## config.mk

```make
export PLATFORM = sky130hd
export DESIGN_NAME = smp_uflow_top
export DESIGN_NICKNAME = d
export VERILOG_FILES = /design/src/rtl/smp_uflow_pkg.sv /design/src/rtl/smp_fifo.sv /design/src/rtl/smp_uflow_stat.sv /design/src/rtl/smp_uflow_top.sv
export SDC_FILE = /design/constraint.sdc
export NUM_CORES = 1
export LEC_CHECK = 0
export BUFFER_PORTS_ARGS = -buffer_cell sky130_fd_sc_hd__buf_4
export CAP_MARGIN = 20
export CORE_ASPECT_RATIO = 2
export CORE_MARGIN = 3
export CORE_UTILIZATION = 59
export DETAILED_ROUTE_END_ITERATION = 10
export GPL_TIMING_DRIVEN = 0
export PLACE_DENSITY = 0.8
export SLEW_MARGIN = 20
export SYNTH_ARGS = -nofsm -noshare
export SYNTH_HDL_FRONTEND = slang
export SYNTH_SLANG_ARGS = --single-unit
```

## constraint.sdc

```tcl
create_clock -name clk -period 3 [get_ports clk]
set_input_delay 0.6 -clock clk [delete_from_list [all_inputs] [get_ports clk]]
set_output_delay 0.6 -clock clk [all_outputs]
set_load 0.01 [all_outputs]
```

## src/rtl/smp_uflow_pkg.sv

```systemverilog
package smp_uflow_pkg;
  localparam int unsigned STAT_W = 32;
  typedef logic [STAT_W-1:0] stat_word_t;

  // flag update rule: a set request dominates a clear request on the same bit
  function automatic stat_word_t sticky_update(input stat_word_t cur,
                                               input stat_word_t set_m,
                                               input stat_word_t clr_m);
    return set_m | (cur & ~clr_m);
  endfunction
endpackage

```

## src/rtl/smp_fifo.sv

```systemverilog
module smp_fifo #(
  parameter int unsigned DEPTH = 8,
  parameter int unsigned DW    = 10
) (
  input  logic          clk,
  input  logic          rst_n,
  input  logic          push_valid,
  input  logic [DW-1:0] push_data,
  input  logic          pop_req,
  output logic [DW-1:0] pop_data,
  output logic          full,
  output logic          empty,
  output logic          uflow,
  output logic          push_acc,
  output logic          pop_acc
);
  localparam int unsigned AW = (DEPTH > 1) ? $clog2(DEPTH) : 1;
  localparam int unsigned CW = $clog2(DEPTH + 1);

  function automatic logic [AW-1:0] ptr_step(input logic [AW-1:0] p);
    if (p == AW'(DEPTH - 1)) return '0;
    return p + 1'b1;
  endfunction

  logic [DW-1:0] mem [DEPTH];
  logic [AW-1:0] rd_ptr_q, wr_ptr_q;
  logic [CW-1:0] cnt_q;

  assign full     = (cnt_q == CW'(DEPTH));
  assign empty    = (cnt_q == '0);
  assign push_acc = push_valid & ~full;
  assign pop_acc  = pop_req & ~empty;
  assign uflow    = pop_req & empty;

  always_ff @(posedge clk) begin
    if (push_acc) mem[wr_ptr_q] <= push_data;
  end

  always_ff @(posedge clk or negedge rst_n) begin
    if (!rst_n) begin
      rd_ptr_q <= '0;
      wr_ptr_q <= '0;
      cnt_q    <= '0;
      pop_data <= '0;
    end else begin
      if (push_acc) wr_ptr_q <= ptr_step(wr_ptr_q);
      if (pop_acc)  rd_ptr_q <= ptr_step(rd_ptr_q);
      case ({push_acc, pop_acc})
        2'b10:   cnt_q <= cnt_q + 1'b1;
        2'b01:   cnt_q <= cnt_q - 1'b1;
        default: cnt_q <= cnt_q;
      endcase
      if (pop_acc)    pop_data <= mem[rd_ptr_q];
      else if (uflow) pop_data <= '0;
    end
  end
endmodule

```

## src/rtl/smp_uflow_stat.sv

```systemverilog
module smp_uflow_stat
  import smp_uflow_pkg::*;
#(
  parameter int unsigned NUM_Q     = 4,
  parameter int unsigned ADDR_W    = 4,
  parameter logic [ADDR_W-1:0] STAT_ADDR = '0
) (
  input  logic              clk,
  input  logic              rst_n,
  input  logic [NUM_Q-1:0]  uflow_set,
  input  logic [ADDR_W-1:0] reg_addr,
  input  logic              reg_wr,
  input  stat_word_t        reg_wdata,
  output logic [NUM_Q-1:0]  flags,
  output logic [NUM_Q-1:0]  clr_mask,
  output stat_word_t        reg_rdata
);
  logic       hit;
  stat_word_t cur_w, set_w, clr_w, nxt_w, rd_w;

  assign hit = (reg_addr == STAT_ADDR);

  always_comb begin
    cur_w = '0;
    set_w = '0;
    clr_w = '0;
    cur_w[NUM_Q-1:0] = flags;
    set_w[NUM_Q-1:0] = uflow_set;
    if (reg_wr && hit) clr_w[NUM_Q-1:0] = reg_wdata[NUM_Q-1:0];
    nxt_w = sticky_update(cur_w, set_w, clr_w);
    rd_w  = hit ? cur_w : '0;
  end

  assign clr_mask = clr_w[NUM_Q-1:0];

  always_ff @(posedge clk or negedge rst_n) begin
    if (!rst_n) begin
      flags     <= '0;
      reg_rdata <= '0;
    end else begin
      flags     <= nxt_w[NUM_Q-1:0];
      reg_rdata <= rd_w;
    end
  end
endmodule

```

## src/rtl/smp_uflow_top.sv

```systemverilog
module smp_uflow_top
  import smp_uflow_pkg::*;
#(
  parameter int unsigned NUM_Q  = 4,
  parameter int unsigned DEPTH  = 8,
  parameter int unsigned DW     = 10,
  parameter int unsigned ADDR_W = 4
) (
  input  logic                clk,
  input  logic                rst_n,
  input  logic [NUM_Q-1:0]    push_valid,
  input  logic [NUM_Q*DW-1:0] push_data,
  input  logic [NUM_Q-1:0]    pop_req,
  output logic [NUM_Q*DW-1:0] pop_data,
  output logic [NUM_Q-1:0]    full,
  output logic [NUM_Q-1:0]    empty,
  input  logic [ADDR_W-1:0]   reg_addr,
  input  logic                reg_wr,
  input  logic [STAT_W-1:0]   reg_wdata,
  output logic [STAT_W-1:0]   reg_rdata
);
  logic [NUM_Q-1:0] uflow_evt;
  logic [NUM_Q-1:0] push_acc;
  logic [NUM_Q-1:0] pop_acc;
  logic [NUM_Q-1:0] stat_flags;
  logic [NUM_Q-1:0] clr_mask;

  for (genvar q = 0; q < NUM_Q; q++) begin : g_q
    smp_fifo #(.DEPTH(DEPTH), .DW(DW)) u_fifo (
      .clk       (clk),
      .rst_n     (rst_n),
      .push_valid(push_valid[q]),
      .push_data (push_data[q*DW +: DW]),
      .pop_req   (pop_req[q]),
      .pop_data  (pop_data[q*DW +: DW]),
      .full      (full[q]),
      .empty     (empty[q]),
      .uflow     (uflow_evt[q]),
      .push_acc  (push_acc[q]),
      .pop_acc   (pop_acc[q])
    );
  end

  smp_uflow_stat #(.NUM_Q(NUM_Q), .ADDR_W(ADDR_W), .STAT_ADDR('0)) u_stat (
    .clk      (clk),
    .rst_n    (rst_n),
    .uflow_set(uflow_evt),
    .reg_addr (reg_addr),
    .reg_wr   (reg_wr),
    .reg_wdata(reg_wdata),
    .flags    (stat_flags),
    .clr_mask (clr_mask),
    .reg_rdata(reg_rdata)
  );
endmodule

```

==> flow_summary.json <==
{
  "status": "complete, no violations",
  "crit_fanout": 11,
  "num_rows": 87,
  "tritoncts": "done",
  "slowest_delay_ns": 0.39,
  "ant_nets": 0,
  "yosys-top-cells-area": "edfxtp_1 (57%), dfrtp_1 (13%), mux2i_1 (4.7%)",
  "ys_seq_elements": 408,
  "io_pins": 167,
  "coreArea_um2": 28200,
  "clk_pin_slew_ns": 0.08,
  "netlist_instances": 1036,
  "path_cells": "buf_2 > nor4_4 > nor2b_1 > buf_2 > buf_4 > ha_1 > xor2_1 > ha_1 > a21oi_1 > xor2_1 > nor2_1 > xor2_1",
  "start_util": 0.600,
  "insertion_delay_ns": 0.52,
  "wirelength_um": 33200,
  "synth_edf_count": 320,
  "final_hold_viol_count": 0,
  "num_vias": 9225,
  "seq_area_frac_synth": 0.698,
  "synthFlopType": "edfxtp_1",
  "powerDensity_nw_per_um2": 944,
  "die_y_um": 246,
  "path_class": "flop to flop",
  "cp.arrival_ns": 3.05,
  "yosysWarnings": 0,
  "end_kind": "flop",
  "clock_path_buffers": 3,
  "p_leak_nw": 7.53,
  "drive_gt1_frac": 0.270,
  "viasPerCell": 5.73,
  "grt_pass1_wl_um": 51900,
  "worst_path_max_delay_cell": "nor4_4",
  "io_buffers": 110,
  "antenna_found_initial": 2,
  "multi_input_area_um2": 4530,
  "async_flop_share": 0.216,
  "vdd_drop_max_mv": 0.699,
  "cts-resized-gates": 0,
  "drc_errors": 0,
  "netlist_area_um2": 16900,
  "final_common_cell": "edfxtp_1",
  "maxSlewViolCount": 0,
  "fin_util": 0.697,
  "cts_max_level": 2,
  "tightest_slew_ns": 1.15,
  "setup-violations-final": 0,
  "grt_max_degree": 89,
  "max-cap-violations": 0,
  "drt_iter0_drc": 596,
  "hpwlAfterDp_um": 22500,
  "layout_worst_path_cycle_share": 0.886,
  "cts.sinks": 408,
  "synth_cell_type_count": 43,
  "nets": 1342,
  "cts_hold_buf": 0,
  "root_buffer": "clkbuf_16",
  "min_period_ns": 2.66,
  "track_usage": 0.217,
  "cts_buffers": 34,
  "gp_congestion": 0.800,
  "synth_top_cell_by_area": "edfxtp_1",
  "die_w_um": 126,
  "slew_headroom": 0.228,
  "grt_setup_unrepaired": "no",
  "crit_family": "simple AND/OR/NAND/NOR gates",
  "crit_top_cell": "xor2_1",
  "critPathBufInv": 3,
  "total_power_mw": 18.5,
  "final-seq-area_um2": 11800,
  "post-cts-setup-buffer-count": 0,
  "overflow": 0,
  "fmax_mhz": 376,
  "dr.pass1.iters": 6,
  "mostFrequentLayoutCells": "edfxtp_1 (320), buf_4 (164), dfrtp_1 (88), mux2i_1 (80), inv_1 (45)",
  "syn_avg_cell_area_um2": 16.3,
  "yosysTopAreaCellShare": 0.568,
  "dieArea_um2": 30900,
  "grt_pass1_vias": 9559,
  "wire_per_inst_um": 20.7,
  "startpoint_type": "flop",
  "cp.required_ns": 3.39,
  "finClkSkew_ns": 0.0195,
  "hp-class": "input port to asynchronous set/reset pin",
  "area_growth_pct": 16.1,
  "nFillCells": 1853
}
power breakdown:
part           internal (mW)  leakage [nW]  switching (mW)  total, mW
combinational           2.83          3.03            3.19       6.02
clock                   2.48         0.538            1.95       4.43
sequential              7.38          3.96           0.719       8.10
layout make-up:
type	count	share of cell area
sequential	408	0.601
multi-input combinational	526	0.230
timing repair buffer	128	0.0490
clock buffer	44	0.0473
buffer	84	0.0316
tap	356	0.0227
clock inverter	17	0.00911
inverter	45	0.00860
antenna	1	0.000127
sequential cells by signal (all words and copies together) (netlist names):
signal / flops
g_q.u_fifo.cnt_q: 16
g_q.u_fifo.pop_data: 40
g_q.u_fifo.mem: 320
g_q.u_fifo.wr_ptr_q: 12
u_stat.flags: 4
g_q.u_fifo.rd_ptr_q: 12
u_stat.reg_rdata: 4
synth_stat cells (12+ instances only):
cell type and number:
o21ai_0 22, nor3_1 17, mux2i_1 80, ha_1 28, xor2_1 13, nand3_1 42
nor2b_1 12, inv_1 45, o2111ai_1 19, buf_2 19, buf_4 43, nor2_1 29
dfrtp_1 88, mux4_2 33, o21ai_1 28, edfxtp_1 320, a22oi_1 21, nand2b_1 34
mux2_2 20, nand2_1 36
per-stage QoR:
stage	setup TNS, ns	worst slack [ns]	hold slack, ns	area, µm²	instances
floorplan	0	0.674	0.304	17000	1063
global placement	-6.46	-0.276	0.471	18300	1529
detailed placement	0	0.344	0.484	18500	1547
CTS	0	0.330	0.197	19600	1608
global route	0	0.182	0.191	19600	1609
finish	0	0.341	0.145	19600	1609
worst register-to-register path, stage by stage, from the launching register on:
cell and delay (ns):
dfrtp_1 0.36, buf_2 0.17, nor4_4 0.39, nor2b_1 0.10
buf_2 0.18, buf_4 0.19, ha_1 0.26, xor2_1 0.17
ha_1 0.20, a21oi_1 0.15, xor2_1 0.16, nor2_1 0.06
xor2_1 0.14
cells by family after synthesis:
kind of cell / count (synthesis) / share of synthesized area
flip-flops: 408 / 0.698
buffers and inverters: 129 / 0.0467
adder cells (fa/ha/maj): 28 / 0.0207
AND/OR/NAND/NOR: 202 / 0.0674
other: 1 / 0.000222
multiplexers: 142 / 0.117
AO/OA/AOI/OAI: 106 / 0.0399
XOR/XNOR: 20 / 0.0104
worst paths after layout:
| check | startpoint | end | slack (ns) | cells past startpoint |
|---|---|---|---|---|
| setup / recovery | g_q[2].u_fifo.cnt_q[1]$_DFFE_PN0P_ | g_q[2].u_fifo.cnt_q[2]$_DFFE_PN0P_ | 0.34 | 12 |
| hold / removal | rst_n | g_q[3].u_fifo.rd_ptr_q[0]$_DFFE_PN0N_ | 0.15 | 1 |
| setup reg to reg | g_q[2].u_fifo.cnt_q[1]$_DFFE_PN0P_ | g_q[2].u_fifo.cnt_q[2]$_DFFE_PN0P_ | 0.34 | 12 |
| hold reg to reg | u_stat.flags[3]$_DFF_PN0_ | u_stat.reg_rdata[3]$_DFF_PN0_ | 0.49 | 1 |
| max in group asynchronous | rst_n | g_q[2].u_fifo.pop_data[7]$_DFFE_PN0P_ | 2.21 | 1 |
| min in group clk | push_data[13] | g_q[1].u_fifo.mem[7][3]$_DFFE_PP_ | 0.30 | 1 |
routing by layer:
metal  part of all wire  up-vias  wire length, µm  global-route usage
met4              0.035        2             1170              0.0922
met5            0.00042        -               14                   0
met3              0.050       82             1660              0.0361
met1               0.36     4633            12000               0.247
li1                   -     4236                -                   -
met2               0.55      272            18400               0.401
Power figures use the tool's default switching activity.
